--- config.mk ---
export PLATFORM = sky130hd
export DESIGN_NAME = srg_gate
export DESIGN_NICKNAME = d
export VERILOG_FILES = /design/src/rtl/srg_pkg.sv /design/src/rtl/srg_edge_unit.sv /design/src/rtl/srg_next_logic.sv /design/src/rtl/srg_gate.sv
export SDC_FILE = /design/constraint.sdc
export NUM_CORES = 1
export LEC_CHECK = 0
export BUFFER_PORTS_ARGS = -buffer_cell sky130_fd_sc_hd__buf_4
export CAP_MARGIN = 5
export CORE_AREA = 4 4 41 43
export DETAILED_ROUTE_END_ITERATION = 10
export DIE_AREA = 0 0 45 47
export PLACE_DENSITY = 0.39
export SYNTH_ARGS = -nofsm -noshare
export SYNTH_HDL_FRONTEND = slang
export SYNTH_SLANG_ARGS = --single-unit
--- constraint.sdc ---
create_clock -name clk -period 2.95 [get_ports clk]
set_input_delay 0.1475 -clock clk [delete_from_list [all_inputs] [get_ports clk]]
set_output_delay 0.1475 -clock clk [all_outputs]
set_load 0.01 [all_outputs]
--- src/rtl/srg_pkg.sv ---
`timescale 1ns/1ps
package srg_pkg;
  localparam int unsigned EDGE_CFG_W = 2;
  localparam int unsigned DIS_CFG_W  = 2;
  localparam int unsigned NUM_CH     = 2;
  localparam int unsigned CH_SET     = 0;
  localparam int unsigned CH_CLR     = 1;

  typedef enum logic [EDGE_CFG_W-1:0] {
    EDGE_RISE = 2'd0,
    EDGE_FALL = 2'd1,
    EDGE_ANY  = 2'd2,
    EDGE_NONE = 2'd3
  } edge_sel_e;

  typedef enum logic [DIS_CFG_W-1:0] {
    DIS_LOW   = 2'd0,
    DIS_HIGH  = 2'd1,
    DIS_HOLD  = 2'd2,
    DIS_HOLD2 = 2'd3
  } dis_mode_e;
endpackage

--- src/rtl/srg_edge_unit.sv ---
`timescale 1ns/1ps
module srg_edge_unit
  import srg_pkg::*;
(
  input  logic                  clk,
  input  logic                  rst_n,
  input  logic                  din,
  input  logic [EDGE_CFG_W-1:0] sel,
  output logic                  hit
);
  logic prev_q;
  logic prev_d;
  logic prev_en;
  logic rise;
  logic fall;

  // history is refreshed every cycle, enabled or not
  assign prev_en = 1'b1;
  assign prev_d  = din;

  always_ff @(posedge clk or negedge rst_n) begin
    if (!rst_n) begin
      prev_q <= 1'b0;
    end else if (prev_en) begin
      prev_q <= prev_d;
    end
  end

  assign rise = din & ~prev_q;
  assign fall = ~din & prev_q;

  always_comb begin
    unique case (edge_sel_e'(sel))
      EDGE_RISE: hit = rise;
      EDGE_FALL: hit = fall;
      EDGE_ANY:  hit = rise | fall;
      EDGE_NONE: hit = 1'b0;
      default:   hit = 1'b0;
    endcase
  end
endmodule

--- src/rtl/srg_next_logic.sv ---
`timescale 1ns/1ps
module srg_next_logic
  import srg_pkg::*;
(
  input  logic                 q_cur,
  input  logic                 en,
  input  logic                 set_hit,
  input  logic                 clr_hit,
  input  logic                 force_hi,
  input  logic                 force_lo,
  input  logic [DIS_CFG_W-1:0] dis_mode,
  output logic                 q_nxt,
  output logic                 q_load
);
  always_comb begin
    q_nxt  = q_cur;
    q_load = 1'b0;
    if (force_lo) begin
      q_nxt  = 1'b0;
      q_load = 1'b1;
    end else if (force_hi) begin
      q_nxt  = 1'b1;
      q_load = 1'b1;
    end else if (!en) begin
      unique case (dis_mode_e'(dis_mode))
        DIS_LOW:  begin q_nxt = 1'b0; q_load = 1'b1; end
        DIS_HIGH: begin q_nxt = 1'b1; q_load = 1'b1; end
        default:  begin q_nxt = q_cur; q_load = 1'b0; end
      endcase
    end else if (clr_hit) begin
      q_nxt  = 1'b0;
      q_load = 1'b1;
    end else if (set_hit) begin
      q_nxt  = 1'b1;
      q_load = 1'b1;
    end
  end
endmodule

--- src/rtl/srg_gate.sv ---
`timescale 1ns/1ps
module srg_gate
  import srg_pkg::*;
(
  input  logic                  clk,
  input  logic                  rst_n,
  input  logic                  en_i,
  input  logic                  set_i,
  input  logic                  clr_i,
  input  logic [EDGE_CFG_W-1:0] set_edge_cfg,
  input  logic [EDGE_CFG_W-1:0] clr_edge_cfg,
  input  logic [DIS_CFG_W-1:0]  dis_mode_cfg,
  input  logic                  force_hi_i,
  input  logic                  force_lo_i,
  output logic                  q_o
);
  logic [NUM_CH-1:0]                 ch_din;
  logic [NUM_CH-1:0][EDGE_CFG_W-1:0] ch_sel;
  logic [NUM_CH-1:0]                 ch_hit;
  logic q_q;
  logic q_d;
  logic q_en;

  assign ch_din[CH_SET] = set_i;
  assign ch_din[CH_CLR] = clr_i;
  assign ch_sel[CH_SET] = set_edge_cfg;
  assign ch_sel[CH_CLR] = clr_edge_cfg;

  for (genvar g = 0; g < NUM_CH; g++) begin : g_ch
    srg_edge_unit u_edge (
      .clk   (clk),
      .rst_n (rst_n),
      .din   (ch_din[g]),
      .sel   (ch_sel[g]),
      .hit   (ch_hit[g])
    );
  end

  srg_next_logic u_next (
    .q_cur    (q_q),
    .en       (en_i),
    .set_hit  (ch_hit[CH_SET]),
    .clr_hit  (ch_hit[CH_CLR]),
    .force_hi (force_hi_i),
    .force_lo (force_lo_i),
    .dis_mode (dis_mode_cfg),
    .q_nxt    (q_d),
    .q_load   (q_en)
  );

  always_ff @(posedge clk or negedge rst_n) begin
    if (!rst_n) begin
      q_q <= 1'b0;
    end else if (q_en) begin
      q_q <= q_d;
    end
  end

  assign q_o = q_q;
endmodule

==> impl_metrics.csv, run 1 <==
group,metric,value,unit
status,status,"finished, final reports clean",
cts,clock-root-buffer,"clkbuf_4",
setup_path,r2r_slack,1.68,ns
finish,area_growth,68.9,%
finish,stdcell_count,57,
cts,holdBufCountCts,1,
setup_path,r2r_cells,5,
synthesis,yosys_warnings,0,
setup_path,path_class,"reg -> reg",
setup_path,startpoint_type,"flop",
die,fp.dieH,47,µm
routing,drc,0,
finish,regArea,75.1,µm²
finish,multiInputGateArea,128,µm²
synthesis,synth.area.top_cells,"dfrtp_1 34%, ha_1 23%, a21oi_1 9.0%, inv_1 8.5%, nand2b_1 5.6%",
routing,wl_per_cell,9.42,µm
synthesis,synth_top_area_cell,"dfrtp_1",
synthesis,synth_fp_nets,41,
routing,drt-initial-drc-count,3,
power_and_ir_drop,power,150,µW
global_route,grt_first_pass_wirelength,841,µm
timing,skew,0.00439,ns
hold_path,min_to,"g_ch[1].u_edge.prev_q",
finish,nFillCells,149,
hold_path,hold_depth,1,
die,core,1300,µm²
die,start_util,17.0,%
global_route,track_usage,6.02,%
power_and_ir_drop,p_leak,0.000202,µW
routing,ant_nets,0,
routing,vias,222,
timing,max_freq,789,MHz
setup_path,regToRegStartpoint,"g_ch[0].u_edge.prev_q",
timing,fin_crit,1.27,ns
finish,stdcell_area,374,µm²
finish,antenna_cells,0,
setup_path,cp_max_fo,2,
cts,clock-sinks,3,
setup_path,crit_slowest_cell,"dfrtp_1",
synthesis,synth_cell_types,11,
hold_path,min_from,"clr_i",
synthesis,syn-mean-instance-area,9.23,µm²
placed_design,hpwl,474,µm
cts,clk_pin_slew,0.04,ns
global_route,antenna_found_initial,0,
timing,setup_ws,1.68,ns
timing,finalSetupViolations,0,
routing,first_pass_iters,2,
placed_design,gp_congestion,0.673,
synthesis,synth_top_area_share,33.9,%
routing,routed_wl,537,µm
setup_path,reg2reg_to,"q_o",
cts,cts_tree,"built",
cts,h-tree-depth,1,
setup_path,crit_buf_inv,0,
cts,postCtsSetupRepairBufs,0,
die,die_x,45,µm
timing,rsz0062_at_grt,"no",
placed_design,place_ws,1.68,ns
routing,via_per_inst,3.89,
die,die_area,2120,µm²
timing,tightest_slew,0.174,ns
die,rows,13,
setup_path,cpMostUsedCell,"a21oi_1",
setup_path,cp_cell_sequence,"ha_1, nand2b_1, a21oi_1, o221ai_1, a21oi_1",
power_and_ir_drop,power_density,402,nW/µm²
timing,drv_slew,0,
cts,cts.repair.resized,0,
synthesis,syn_inst,24,
setup_path,cp.required,3.11,ns
global_route,grt_overflow_total,0,
hold_path,hp-class,"in -> reg",
die,ioPinCount,14,
placed_design,port_buffers,13,
setup_path,cp-end-kind,"flop",
cts,insertion_delay,0.24,ns
placed_design,dp_cells,52,
setup_path,critPathTopFamily,"compound AO/OA/AOI/OAI gates",
finish,final_nets,60,
synthesis,ys_ff_latch,3,
global_route,grt_max_degree,4,
cts,cts_max_path_buffers,2,
setup_path,cp_slowest_stage_delay,0.37,ns
finish,drive_gt1_share,40.5,%
synthesis,seq_area_frac_synth,33.9,%
cts,cts_buffers,3,
power_and_ir_drop,vdd_drop_max,0.000147,V
setup_path,worstPathArrival,1.43,ns
timing,finalCritPeriodShare,43.0,%
synthesis,netlist_area,221,µm²
job,cap_violations,0,
timing,relSlewSlack,88.4,%
global_route,grt_pass1_vias,242,
timing,setup_tns,0,ns
timing,hold_viol,0,
placed_design,place_area,338,µm²
## cells in the final DEF (no fill, tap or decap)
cell and n:
o21bai_1 1, dfrtp_1 3, mux2_2 1, a21oi_1 4, dlygate4sd3_1 1, clkbuf_4 3, nand2_1 1, mux2i_1 1
buf_4 13, clkbuf_1 1, nor2_1 1, ha_1 4, nand2b_1 2, o221ai_1 1, inv_1 5
## per-layer routing
layer	global-route usage, %	wire length [µm]	up-vias
met5	0	0	-
met4	5.26	10	0
met3	3.83	72	2
met2	7.91	226	13
met1	6.64	228	93
li1	-	-	114
## worst reg2reg max path, cell delays in order, from the launching register on
cell and delay (ns):
dfrtp_1 0.37, ha_1 0.26, nand2b_1 0.14, a21oi_1 0.14
o221ai_1 0.13, a21oi_1 0.15
## cells by family after synthesis
group	Yosys count	synth area share [%]
buffers and inverters	5	8.48
and+or+nand+nor	4	9.04
DFF	3	33.9
AOI/OAI and AO/OA	6	16.4
muxes	2	9.60
adders and majority gates	4	22.6
## where the power goes
part	internal, µW	leakage [µW]	total (µW)	switching [µW]
clock network	50.8	0.0000150	74.3	23.4
registers	43.9	0.0000358	45.5	1.57
logic	19.5	0.000151	30.6	11.1
## cell usage after synthesis, drive strengths merged
library cell,number
nand2b,2
ha,4
nor2,1
dfrtp,3
mux2i,1
o21bai,1
mux2,1
nand2,1
inv,5
a21oi,4
o221ai,1
## final cells by class
cell class | count | share of cell area [%]
inverters | 5 | 5.02
well taps | 15 | 5.02
repair buffers | 14 | 28.8
multi-input cells | 16 | 34.1
flip-flops and latches | 3 | 20.1
clock buffers | 4 | 7.02
## through the flow
step | utilization (%) | hold slack [ns]
finish | 28.7 | 0.0334
global placement | 26.0 | -0.0559
CTS | 28.7 | 0.0293
detailed placement | 26.0 | -0.0562
floorplan | - | -0.148
global route | 28.7 | 0.0323
## how the worst max path moves through the flow
stage,from,endpoint,cells past startpoint
after global routing,g_ch[0].u_edge.prev_q,q_o,5
after global placement,g_ch[0].u_edge.prev_q,q_o,5
final,g_ch[0].u_edge.prev_q,q_o,5
after floorplan,g_ch[0].u_edge.prev_q,q_o,5
after detailed placement,g_ch[0].u_edge.prev_q,q_o,5
after CTS,g_ch[0].u_edge.prev_q,q_o,5
## state kept, by name (all words and copies together) (netlist names)
name	count
g_ch.u_edge.prev_q	2
q_o	1
No activity file was read; power rests on OpenSTA's default activity.
==> run 2: changes to the inputs <==
--- a/config.mk
+++ b/config.mk
@@ -5,12 +5,13 @@
 export SDC_FILE = /design/constraint.sdc
 export NUM_CORES = 1
 export LEC_CHECK = 0
+export ABC_AREA = 1
 export BUFFER_PORTS_ARGS = -buffer_cell sky130_fd_sc_hd__buf_4
 export CAP_MARGIN = 5
 export CORE_AREA = 4 4 41 43
 export DETAILED_ROUTE_END_ITERATION = 10
 export DIE_AREA = 0 0 45 47
-export PLACE_DENSITY = 0.39
+export PLACE_DENSITY = 0.41
 export SYNTH_ARGS = -nofsm -noshare
 export SYNTH_HDL_FRONTEND = slang
 export SYNTH_SLANG_ARGS = --single-unit
==> constraint.sdc (replaced) <==
create_clock -name clk -period 1.2 [get_ports clk]
set_input_delay 0.06 -clock clk [delete_from_list [all_inputs] [get_ports clk]]
set_output_delay 0.06 -clock clk [all_outputs]
set_load 0.01 [all_outputs]
==> run 2 against run 1 <==
Utilization rose by 3.8 points. Via count rose by 15%. Area after synthesis rose by 9.0%. Cell area rose by 13%.
==> impl_metrics.csv, run 2 <==
group,metric,value,unit
status,status,"finished, final reports clean",
setup_path,crit_buf_inv,0,
cts,insertion_delay,0.23,ns
timing,hold_viol,0,
synthesis,syn-mean-instance-area,7.10,µm²
power_and_ir_drop,combPwrFrac,23.6,%
synthesis,synth_cell_types,10,
finish,final_nets,73,
setup_path,crit_slowest_cell,"dfrtp_1",
cts,clock-sinks,3,
synthesis,synthTopCellsByCount,"10 x inv_1, 5 x nand2_1, 5 x nor2_1",
die,core,1300,µm²
timing,timing.hold.ws,0.109,ns
synthesis,synth_simple_gate_area_share,24.9,%
setup_path,cp.required,1.36,ns
job,cap_violations,0,
timing,tightest_slew,0.168,ns
synthesis,netlist_area,241,µm²
power_and_ir_drop,pwr-share-clk,47.0,%
synthesis,synthFlopType,"dfrtp_1",
synthesis,synthMuxAreaShare,0,%
routing,vias,256,
placed_design,gp_congestion,0.610,
power_and_ir_drop,vdd_drop_max,0.000433,V
global_route,grt_first_pass_wirelength,924,µm
global_route,grt_overflow_total,0,
setup_path,r2r_slack,0.07,ns
finish,stdcell_area,424,µm²
die,die_area,2120,µm²
cts,cts_buffers,3,
synthesis,synth-async-reset-ratio,100,%
global_route,grt_max_degree,4,
timing,drv_slew,0,
cts,clock-root-buffer,"clkbuf_4",
placed_design,port_buffers,13,
finish,largest_register,"g_ch.u_edge.prev_q",
finish,antenna_cells,0,
power_and_ir_drop,power_density,891,nW/µm²
cts,h-tree-depth,1,
setup_path,cpMostUsedCell,"nand2_1",
synthesis,synth_fp_nets,51,
power_and_ir_drop,p_switching,91.4,µW
finish,largest_register_ffs,2,
routing,drc,0,
timing,finalCritPeriodShare,94.0,%
synthesis,synth-compound-area-share,7.77,%
finish,final_cell_mix,"13 x buf_4, 10 x inv_1, 5 x nand2_1, 5 x nor2_1",
synthesis,synth_top_family_by_area,"simple AND/OR/NAND/NOR gates",
setup_path,path_class,"reg -> reg",
synthesis,seq_area_frac_synth,31.1,%
synthesis,yosysMostFrequentCell,"inv_1",
synthesis,synth_top_area_share,31.1,%
setup_path,worstPathArrival,1.29,ns
timing,max_freq,886,MHz
global_route,track_usage,6.17,%
power_and_ir_drop,sw_frac_of_total,24.2,%
hold_path,hold_depth,3,
setup_path,r2r_cells,6,
routing,via_per_inst,3.66,
timing,setup_ws,0.0719,ns
setup_path,critPathLaunch,"g_ch[1].u_edge.prev_q",
global_route,grt_pass1_vias,256,
timing,relSlewSlack,88.8,%
die,rows,13,
global_route,antenna_found_initial,0,
timing,skew,0.00356,ns
power_and_ir_drop,p_int,287,µW
placed_design,hpwl,433,µm
setup_path,cp_cell_sequence,"ha_1, nand3b_1, nand2_1, nor2_1, nand2_1, a21oi_2",
synthesis,synth_top_area_cell,"dfrtp_1",
setup_path,cp-end-kind,"flop",
routing,wl_per_cell,7.60,µm
cts,cts_max_path_buffers,2,
finish,area_growth,75.6,%
synthesis,synth_fa_ha_area_share,20.7,%
cts,postCtsSetupRepairBufs,0,
die,start_util,18.6,%
synthesis,syn_inst,34,
timing,finalSetupViolations,0,
finish,final_common_cell,"buf_4",
timing,fin_crit,1.13,ns
setup_path,regToRegStartpoint,"g_ch[1].u_edge.prev_q",
power_and_ir_drop,seq_power_share,29.4,%
synthesis,ys_ff_latch,3,
cts,cts_tree,"built",
synthesis,synth.area.top_cells,"dfrtp_1 31%, ha_1 21%, inv_1 16%, nand2_1 7.8%, nor2_1 7.8%",
synthesis,synth-edff-count,0,
routing,ant_nets,0,
routing,drt-initial-drc-count,2,
placed_design,place_area,358,µm²
setup_path,cp.depth,6,
die,ioPinCount,14,
die,fp.dieH,47,µm
hold_path,min_from,"force_hi_i",
setup_path,cp_max_fo,2,
setup_path,critPathTopFamily,"flip-flops",
synthesis,yosys_warnings,0,
power_and_ir_drop,p_leak,0.000246,µW
finish,nFillCells,155,
hold_path,hp-class,"in -> reg",
setup_path,cp_slowest_stage_delay,0.37,ns
finish,drive_gt1_share,30.9,%
timing,setup_tns,0,ns
die,die_x,45,µm
cts,clk_pin_slew,0.04,ns
routing,first_pass_iters,4,
synthesis,synth_xor_area_share,0,%
setup_path,startpoint_type,"flop",
timing,rsz0062_at_grt,"yes",
routing,routed_wl,532,µm
placed_design,place_ws,0.0697,ns
[run 2: cell types whose count changed in the layout (fill, tap and decap cells not counted), sizes merged, moves of 2 or more]
cell,previous run,this run
nand2b,2,0
nand2,1,5
dlygate4sd3,1,4
nand3,0,3
inv,5,10
nor2,1,5
a21oi,4,2
[run 2: worst paths after layout]
check                                   endpoint
min                                          q_o
max                                          q_o
min in group asynchronous  g_ch[1].u_edge.prev_q
max in group asynchronous  g_ch[0].u_edge.prev_q
max reg2reg                                  q_o
min reg2reg                                  q_o
[run 2: through the flow]
stage	cells	total power, µW	util, %
2_1_floorplan	34	146	-
3_3_place_gp	62	194	27.5
3_5_place_dp	62	193	27.5
4_1_cts	70	390	32.6
5_1_grt	70	411	32.6
6_report	70	378	32.6
[run 2: what timing repair did]
| item | 4_1_cts | 5_1_grt |
|---|---|---|
| gates resized for setup | 0 | 0 |
| hold buffers | 4 | 0 |
| endpoints found under the setup margin | 0 | 1 |
| endpoints found under the hold margin | 6 | 0 |
[run 2: logic make-up after synthesis]
group                      count (synthesis)
AOI/OAI and AO/OA                          3
adders and majority gates                  4
buffers and inverters                     10
DFF                                        3
and+or+nand+nor                           14
[run 2: worst min-delay path, delay by kind of cell]
kind	cells	cell delay, ns
AO/OA/AOI/OAI	2	0.16
buffers and inverters	1	0.08
[run 2: power by group through the flow]
stage | clock (µW) | combinational [µW] | sequential (µW)
CTS | 188 | 90.8 | 111
global placement | 0 | 81.2 | 113
global route | 195 | 103 | 112
finish | 178 | 89.2 | 111
detailed placement | 0 | 80.3 | 113
floorplan | 0 | 32.7 | 113
[run 2: routing by layer]
metal  wire length (µm)  share of wire, %  track usage [%]
met2                193                36             8.19
met3                 60                11             3.83
met5                  0                 0                0
met4                  0                 0             3.51
met1                278                52             7.52
[run 2: layout make-up]
| class | count | area (µm²) | share of cell area [%] |
|---|---|---|---|
| Clock buffer | 4 | 26.3 | 6.19 |
| Inverter | 10 | 37.5 | 8.85 |
| Multi-Input combinational cell | 21 | 129 | 30.4 |
| Sequential cell | 3 | 75.1 | 17.7 |
| Tap cell | 15 | 18.8 | 4.42 |
| Timing Repair Buffer | 17 | 138 | 32.4 |
